[src/rtl/cef_pkg.sv]
package cef_pkg;

    typedef enum logic [1:0] {
        EDGE_FALL  = 2'b00,
        EDGE_RISE  = 2'b01,
        EDGE_ANY   = 2'b10,
        EDGE_LEVEL = 2'b11
    } edge_sel_e;

    typedef enum logic [1:0] {
        MODE_CLOCK    = 2'b00,
        MODE_RESAMPLE = 2'b01,
        MODE_PERSIST  = 2'b10
    } filt_mode_e;

    typedef enum logic {
        WS_IDLE = 1'b0,
        WS_WAIT = 1'b1
    } wait_st_e;

endpackage

[src/rtl/cef_sync.sv]
module cef_sync #(
    parameter int STAGES = 2
) (
    input  logic clk,
    input  logic d,
    output logic q
);
    logic [STAGES-1:0] chain_q;

    generate
        if (STAGES == 1) begin : g_one
            always_ff @(posedge clk) chain_q <= d;
        end else begin : g_many
            always_ff @(posedge clk) chain_q <= {chain_q[STAGES-2:0], d};
        end
    endgenerate

    assign q = chain_q[STAGES-1];
endmodule

[src/rtl/cef_mode_dec.sv]
module cef_mode_dec
    import cef_pkg::*;
(
    input  logic [1:0]  clk_sel,
    input  logic        dbnc_en,
    output filt_mode_e  mode
);
    always_comb begin
        if (clk_sel != 2'b00)  mode = MODE_PERSIST;
        else if (dbnc_en)      mode = MODE_RESAMPLE;
        else                   mode = MODE_CLOCK;
    end
endmodule

[src/rtl/cef_edge_qual.sv]
module cef_edge_qual
    import cef_pkg::*;
(
    input  logic       prev_lvl,
    input  logic       cur_lvl,
    input  logic [1:0] edge_sel,
    output logic       hit,
    output logic       level_on,
    output logic       level_mode
);
    edge_sel_e sel;

    always_comb begin
        sel        = edge_sel_e'(edge_sel);
        level_mode = (sel == EDGE_LEVEL);
        level_on   = level_mode & cur_lvl;
        unique case (sel)
            EDGE_FALL: hit = prev_lvl & ~cur_lvl;
            EDGE_RISE: hit = ~prev_lvl & cur_lvl;
            EDGE_ANY:  hit = prev_lvl ^ cur_lvl;
            default:   hit = 1'b0;
        endcase
    end
endmodule

[src/rtl/cmp_edge_filter.sv]
module cmp_edge_filter
    import cef_pkg::*;
#(
    parameter int SYNC_STAGES = 2,
    parameter int OVF_TICKS   = 2,
    parameter int PERSIST_LEN = 4
) (
    input  logic       clk,
    input  logic       rst,
    input  logic       cmp_raw,
    input  logic       ovf_tick,
    input  logic [1:0] clk_sel,
    input  logic [1:0] edge_sel,
    input  logic       dbnc_en,
    input  logic       flag_clr,
    output logic       evt_flag,
    output logic       irq
);
    localparam int OCW = $clog2(OVF_TICKS + 1);
    localparam int PCW = $clog2(PERSIST_LEN + 1);
    localparam logic [OCW-1:0] OCNT_LAST = OCW'(OVF_TICKS - 1);
    localparam logic [PCW-1:0] PCNT_LAST = PCW'(PERSIST_LEN - 1);

    typedef struct packed {
        logic           ref_lvl;
        wait_st_e       wst;
        logic           exp_lvl;
        logic [OCW-1:0] ocnt;
        logic [PCW-1:0] pcnt;
        logic           flag;
        logic           irq;
    } state_t;

    state_t     st_d, st_q;
    logic       cur_lvl;
    logic       hit;
    logic       level_on;
    logic       level_mode;
    logic       set_evt;
    filt_mode_e mode;

    cef_sync #(.STAGES(SYNC_STAGES)) u_sync (
        .clk (clk),
        .d   (cmp_raw),
        .q   (cur_lvl)
    );

    cef_mode_dec u_mode (
        .clk_sel (clk_sel),
        .dbnc_en (dbnc_en),
        .mode    (mode)
    );

    cef_edge_qual u_qual (
        .prev_lvl   (st_q.ref_lvl),
        .cur_lvl    (cur_lvl),
        .edge_sel   (edge_sel),
        .hit        (hit),
        .level_on   (level_on),
        .level_mode (level_mode)
    );

    always_comb begin
        st_d    = st_q;
        set_evt = 1'b0;
        if (rst) begin
            st_d.ref_lvl = cur_lvl;
            st_d.exp_lvl = cur_lvl;
            st_d.wst     = WS_IDLE;
            st_d.ocnt    = '0;
            st_d.pcnt    = '0;
            st_d.flag    = 1'b0;
            st_d.irq     = 1'b0;
        end else begin
            if (level_mode) begin
                // no filtering: track the level directly
                set_evt      = level_on;
                st_d.ref_lvl = cur_lvl;
                st_d.wst     = WS_IDLE;
                st_d.ocnt    = '0;
                st_d.pcnt    = '0;
            end else begin
                unique case (mode)
                    MODE_CLOCK: begin
                        set_evt      = hit;
                        st_d.ref_lvl = cur_lvl;
                        st_d.wst     = WS_IDLE;
                        st_d.ocnt    = '0;
                        st_d.pcnt    = '0;
                    end
                    MODE_RESAMPLE: begin
                        st_d.pcnt = '0;
                        if (st_q.wst == WS_IDLE) begin
                            if (hit) begin
                                st_d.wst     = WS_WAIT;
                                st_d.exp_lvl = cur_lvl;
                                st_d.ocnt    = '0;
                            end else begin
                                st_d.ref_lvl = cur_lvl;
                            end
                        end else if (ovf_tick) begin
                            if (st_q.ocnt == OCNT_LAST) begin
                                // resample decision, then re-arm
                                set_evt      = (cur_lvl == st_q.exp_lvl);
                                st_d.ref_lvl = cur_lvl;
                                st_d.wst     = WS_IDLE;
                                st_d.ocnt    = '0;
                            end else begin
                                st_d.ocnt = st_q.ocnt + OCW'(1);
                            end
                        end
                    end
                    MODE_PERSIST: begin
                        st_d.wst  = WS_IDLE;
                        st_d.ocnt = '0;
                        if (ovf_tick) begin
                            if (cur_lvl != st_q.ref_lvl) begin
                                if (st_q.pcnt == PCNT_LAST) begin
                                    set_evt      = hit;
                                    st_d.ref_lvl = cur_lvl;
                                    st_d.pcnt    = '0;
                                end else begin
                                    st_d.pcnt = st_q.pcnt + PCW'(1);
                                end
                            end else begin
                                st_d.pcnt = '0;
                            end
                        end
                    end
                    default: begin
                        st_d.wst = WS_IDLE;
                    end
                endcase
            end
            st_d.flag = set_evt | (st_q.flag & ~flag_clr);
            st_d.irq  = set_evt;
        end
    end

    always_ff @(posedge clk) begin
        st_q <= st_d;
    end

    assign evt_flag = st_q.flag;
    assign irq      = st_q.irq;
endmodule

[config.mk]
export PLATFORM = sky130hd
export DESIGN_NAME = cmp_edge_filter
export DESIGN_NICKNAME = d
export VERILOG_FILES = /design/src/rtl/cef_pkg.sv /design/src/rtl/cef_sync.sv /design/src/rtl/cef_mode_dec.sv /design/src/rtl/cef_edge_qual.sv /design/src/rtl/cmp_edge_filter.sv
export SDC_FILE = /design/constraint.sdc
export NUM_CORES = 1
export LEC_CHECK = 0
export CAP_MARGIN = 20
export CORE_MARGIN = 2
export CORE_UTILIZATION = 30
export DETAILED_ROUTE_END_ITERATION = 6
export PLACE_DENSITY_LB_ADDON = 0.12
export SYNTH_ARGS = -nofsm -noshare
export SYNTH_HDL_FRONTEND = slang
export SYNTH_SLANG_ARGS = --single-unit
[constraint.sdc]
create_clock -name clk -period 2.9 [get_ports clk]
set_clock_uncertainty 0.1 [all_clocks]
set_input_delay 0.435 -clock clk [delete_from_list [all_inputs] [get_ports clk]]
set_output_delay 0.435 -clock clk [all_outputs]
set_load 0.01 [all_outputs]
==> results of run 1 <==
cells in the mapped netlist, types with 2 or more instances:
cell       n  area share
a31oi_1    4       0.040
o211ai_1   2       0.024
nand2b_1   3       0.030
a21oi_1    5       0.040
nor2_1     3       0.018
a21o_1     3       0.036
ha_1       3       0.060
nand3b_1   2       0.024
edfxtp_1   2       0.096
inv_1      6       0.036
nand2_1    4       0.024
o21ai_0    2       0.016
dfxtp_1   10        0.32
how the worst max path moves through the flow:
stage	start	endpoint	slack [ns]	cells past startpoint
floorplan	u_sync.chain_q[1]	st_q[9]	1.11	6
global placement	clk_sel[1]	st_q[9]	0.83	4
detailed placement	clk_sel[1]	st_q[9]	0.83	4
global route	u_sync.chain_q[1]	st_q[9]	0.85	6
CTS	u_sync.chain_q[1]	st_q[9]	0.95	6
finish	u_sync.chain_q[1]	st_q[9]	0.95	6
per-layer routing:
metal | up-vias | track usage | wire [microns]
met5 | - | 0 | 0
met4 | 0 | 0.0556 | 22
met3 | 2 | 0.0394 | 37
met2 | 5 | 0.167 | 557
met1 | 239 | 0.143 | 622
li1 | 273 | - | -
power groups by stage:
stage | Clock [uW] | Combinational (uW) | Sequential, uW
2_1_floorplan | 0 | 28.1 | 183
3_3_place_gp | 0 | 54.0 | 183
3_5_place_dp | 0 | 53.6 | 183
4_1_cts | 139 | 54.2 | 179
5_1_grt | 147 | 59.1 | 180
6_report | 133 | 53.8 | 179
area by class of cell:
type	instances	area [sq um]	area share
multi-input combinational	47	345	0.427
sequential	12	260	0.322
timing repair buffer	11	110	0.136
clock buffer	4	36.3	0.0449
tap	27	33.8	0.0418
inverter	6	22.5	0.0279
cells by family after synthesis:
kind of cell / count (synthesis) / share of synthesized area
AO/OA/AOI/OAI: 23 / 0.251
AND/OR/NAND/NOR: 19 / 0.209
flip-flops: 12 / 0.414
buffers and inverters: 6 / 0.0359
adder cells (fa/ha/maj): 3 / 0.0598
XOR/XNOR: 1 / 0.0139
multiplexers: 1 / 0.0159
flip-flops by register name, summed over array words and instances (netlist names):
name and cells:
st_q 8, u_sync.chain_q 2, evt_flag 1, irq 1
per-stage QoR:
step / setup slack, ns / std cells / hold slack, ns
2_1_floorplan: 1.11 / 65 / 0.210
3_3_place_gp: 0.830 / 103 / 0.211
3_5_place_dp: 0.825 / 103 / 0.216
4_1_cts: 0.945 / 107 / 0.235
5_1_grt: 0.853 / 107 / 0.259
6_report: 0.954 / 107 / 0.231
==> flow_summary.json, run 1 <==
{
  "outcome": "completed",
  "p_leak_uw": 0.000290,
  "slowest_delay_ns": 0.38,
  "final_common_cell": "clkdlybuf4s50_1",
  "power_frac_seq": 0.489,
  "first_pass_iters": 4,
  "wl_microns": 1240,
  "clk_latency_ns": 0.27,
  "num-fill-cells": 219,
  "design.portCount": 12,
  "period_share": 0.671,
  "min_period_ns": 1.95,
  "synth_top_flop_cell": "dfxtp_1",
  "num_vias": 519,
  "drt_iter0_markers": 9,
  "path_max_fanout": 5,
  "netlist_area_sq_um": 628,
  "r2r-end": "st_q[9]",
  "clock-root-buffer": "clkbuf_4",
  "place_area_sq_um": 772,
  "final_util": 0.412,
  "critical_path_required_ns": 2.85,
  "nNetsFinal": 94,
  "p_clk_frac": 0.364,
  "place_hpwl_microns": 979,
  "async_flop_share": 0,
  "synth_edf_count": 2,
  "critPathBufInv": 1,
  "cts-buffers-inserted": 3,
  "p_sw_uw": 84.7,
  "dieWidth_microns": 49.8,
  "holdCritStartpoint": "u_sync.chain_q[0]",
  "start_util": 0.320,
  "setup_viol": 0,
  "syn_inst": 65,
  "reg2reg_setup_slack_ns": 0.95,
  "yosys_warnings": 0,
  "cp-end-kind": "flop",
  "dieArea_sq_um": 2480,
  "cpMostUsedCell": "a21o_1",
  "crit_family": "compound AO/OA/AOI/OAI gates",
  "grt_usage": 0.112,
  "areaGrowthSynthToFinish_pct": 28.7,
  "max-vdd-ir-drop_mv": 0.242,
  "most-common-layout-cells": "clkdlybuf4s50_1 (11), dfxtp_1 (10), inv_1 (6), a21oi_1 (5)",
  "hold_viol_final": 0,
  "cap_viol_max_count": 0,
  "route.detailed.wl_per_inst_microns": 11.6,
  "htree_levels": 1,
  "maxSlewHeadroom": 0.743,
  "grt_overflow": 0,
  "post_synth.cell_area_avg_sq_um": 9.66,
  "cts_setup_buffers": 0,
  "synth_nets": 78,
  "routabilityCongestion": 0.743,
  "cts_buffer_depth": 2,
  "grt_max_degree": 8,
  "drive_gt1_frac": 0.100,
  "path_class": "flop to flop",
  "antenna_cells": 0,
  "cp.arrival_ns": 1.89,
  "grt_pass1_vias": 492,
  "crit_chain": "inv_1, ha_1, nand2b_1, a21o_1, a21o_1, a31o_1",
  "total_power_uw": 365,
  "vias_per_cell": 4.85,
  "drc": 0,
  "pwr-share-comb": 0.147,
  "numClockSinks": 12,
  "clk_pin_slew_worst_paths_ns": 0.08,
  "internal_power_uw": 281,
  "p_sw_frac": 0.232,
  "cp-start-kind": "flop",
  "reg2regPathDepth": 6,
  "min_path_type": "flop to flop",
  "final_area_sq_um": 808,
  "tns_ns": 0,
  "worst_pin_slew_ns": 0.376,
  "placementRows": 16,
  "die_h_microns": 49.8,
  "slowest_stage": "dfxtp_1",
  "fmax_mhz": 514,
  "holdPathStages": 0,
  "grt_first_pass_wirelength_microns": 2100,
  "ys_seq_area_frac": 0.414,
  "cts_hold_buf": 0,
  "r2r-start": "u_sync.chain_q[1]",
  "antenna_found_initial": 0,
  "hold_path_end": "u_sync.chain_q[1]",
  "cts_tree": "done",
  "rsz0062_at_grt": "no",
  "ys_seq_elements": 12,
  "core_area_sq_um": 1960,
  "yosysUniqueCellTypes": 29,
  "cts_resized": 0,
  "power.density_nw_per_um2": 452,
  "drv_slew": 0,
  "ant_nets": 0,
  "io_buffers": 11
}
Note: power is estimated with default switching activity, not from simulation.
==> inputs of run 2 (changes only) <==
clock period = 1.6 ns   (was 2.9 ns; I/O delays follow)
==> flow_summary.json, run 2 (synthesis gave the netlist of run 1 again) <==
{
  "rsz0062_at_grt": "yes",
  "start_util": 0.320,
  "p_leak_uw": 0.000374,
  "r2r-start": "st_q[9]",
  "worst_pin_slew_ns": 0.365,
  "reg.largest.list": "st_q x8, u_sync.chain_q x2",
  "drv_slew": 0,
  "outcome": "finished, violations left",
  "die_h_microns": 49.8,
  "path_max_fanout": 3,
  "numClockSinks": 12,
  "clk_pin_slew_worst_paths_ns": 0.08,
  "fin_cells": 123,
  "hold-worst-slack_ns": 0.244,
  "drive_gt1_frac": 0.333,
  "cts_setup_buffers": 0,
  "cp-start-kind": "flop",
  "multiInputGateArea_sq_um": 408,
  "holdCritStartpoint": "u_sync.chain_q[0]",
  "vias_per_cell": 4.91,
  "grt_pass1_vias": 620,
  "antenna_found_initial": 0,
  "maxSlewHeadroom": 0.754,
  "hold_viol_final": 0,
  "htree_levels": 1,
  "startpoint": "st_q[9]",
  "grt_first_pass_wirelength_microns": 2770,
  "first_pass_iters": 4,
  "dieArea_sq_um": 2480,
  "num_vias": 604,
  "cp-end-kind": "flop",
  "reg2reg_setup_slack_ns": -0.10,
  "worst_slack_ns": -0.102,
  "grt_usage": 0.150,
  "setup_viol": 5,
  "cts_hold_buf": 0,
  "core_area_sq_um": 1960,
  "grt_max_degree": 8,
  "min_path_type": "flop to flop",
  "antenna_cells": 0,
  "max-vdd-ir-drop_mv": 0.390,
  "cap_viol_max_count": 0,
  "cts_buffer_depth": 2,
  "place_hpwl_microns": 1220,
  "grt_overflow": 0,
  "final_util": 0.506,
  "largest_register_ffs": 8,
  "failed_checks": "negative setup slack",
  "period_share": 1.06,
  "design.portCount": 12,
  "clk_latency_ns": 0.27,
  "num-fill-cells": 200,
  "most-common-layout-cells": "buf_4 (16), clkdlybuf4s50_1 (11), dfxtp_1 (9), inv_1 (6)",
  "total_power_uw": 719,
  "routabilityCongestion": 0.788,
  "drt_iter0_markers": 5,
  "placementRows": 16,
  "dp_cells": 119,
  "areaGrowthSynthToFinish_pct": 58.0,
  "path_class": "flop to flop",
  "final_common_cell": "buf_4",
  "nNetsFinal": 110,
  "drc": 0,
  "fmax_mhz": 588,
  "io_buffers": 11,
  "seq_area_sq_um": 262,
  "ant_nets": 0,
  "clock-root-buffer": "clkbuf_4",
  "min_period_ns": 1.70,
  "cp.arrival_ns": 1.65,
  "cts_tree": "done",
  "route.detailed.wl_per_inst_microns": 12.7,
  "dieWidth_microns": 49.8,
  "cts-buffers-inserted": 3,
  "largest_register": "st_q",
  "critical_path_required_ns": 1.55,
  "wl_microns": 1560,
  "power.density_nw_per_um2": 725
}
-- run 2: cell types whose count changed in the layout (fill, tap and decap cells not counted), sizes merged --
cell	delta
buf	+16
-- run 2: worst max-delay path, cell delays in order, from the launching register on --
cell and delay [ns]:
edfxtp_1 0.44, ha_4 0.25, nand2b_4 0.13, a21o_1 0.16, a21o_1 0.19, a31o_1 0.22
-- run 2: cell type report --
cell class,count,area share
inverter,6,0.0227
timing repair buffer,27,0.232
sequential,12,0.264
tap,27,0.0340
multi-input combinational,47,0.411
clock buffer,4,0.0366
-- run 2: metrics by stage --
stage               instance area [sq um]  TNS [ns]  setup WS, ns
global placement                      912     -1.36        -0.225
global route                          992    -0.631        -0.157
detailed placement                    912     -1.62        -0.250
floorplan                             648    -0.199        -0.104
finish                                992    -0.256        -0.102
CTS                                   970    -0.421        -0.133
-- run 2: metal layers --
metal | wire length [microns] | global-route usage
met1 | 672 | 0.174
met2 | 793 | 0.236
met3 | 50 | 0.0455
met4 | 46 | 0.0972
met5 | 0 | 0
-- run 2: where the power goes --
part           total (uW)  switching (uW)  leakage [uW]  internal, uW
Clock                 246             108     0.0000210           138
Combinational         148            61.1      0.000251          86.6
Sequential            325            6.65      0.000102           318
-- run 2: repair_timing --
item	4_1_cts	5_1_grt
resized for setup	4	5
hold endpoints to repair	0	0
pin swaps	4	3
gates cloned	0	0
setup endpoints to repair	7	9
-- run 2: path summary, 6_finish.rpt --
kind | cells after the start | endpoint
worst max-delay path | 5 | st_q[9]
worst min-delay path | 0 | u_sync.chain_q[1]
worst max register to register | 5 | st_q[9]
worst min register to register | 0 | u_sync.chain_q[1]
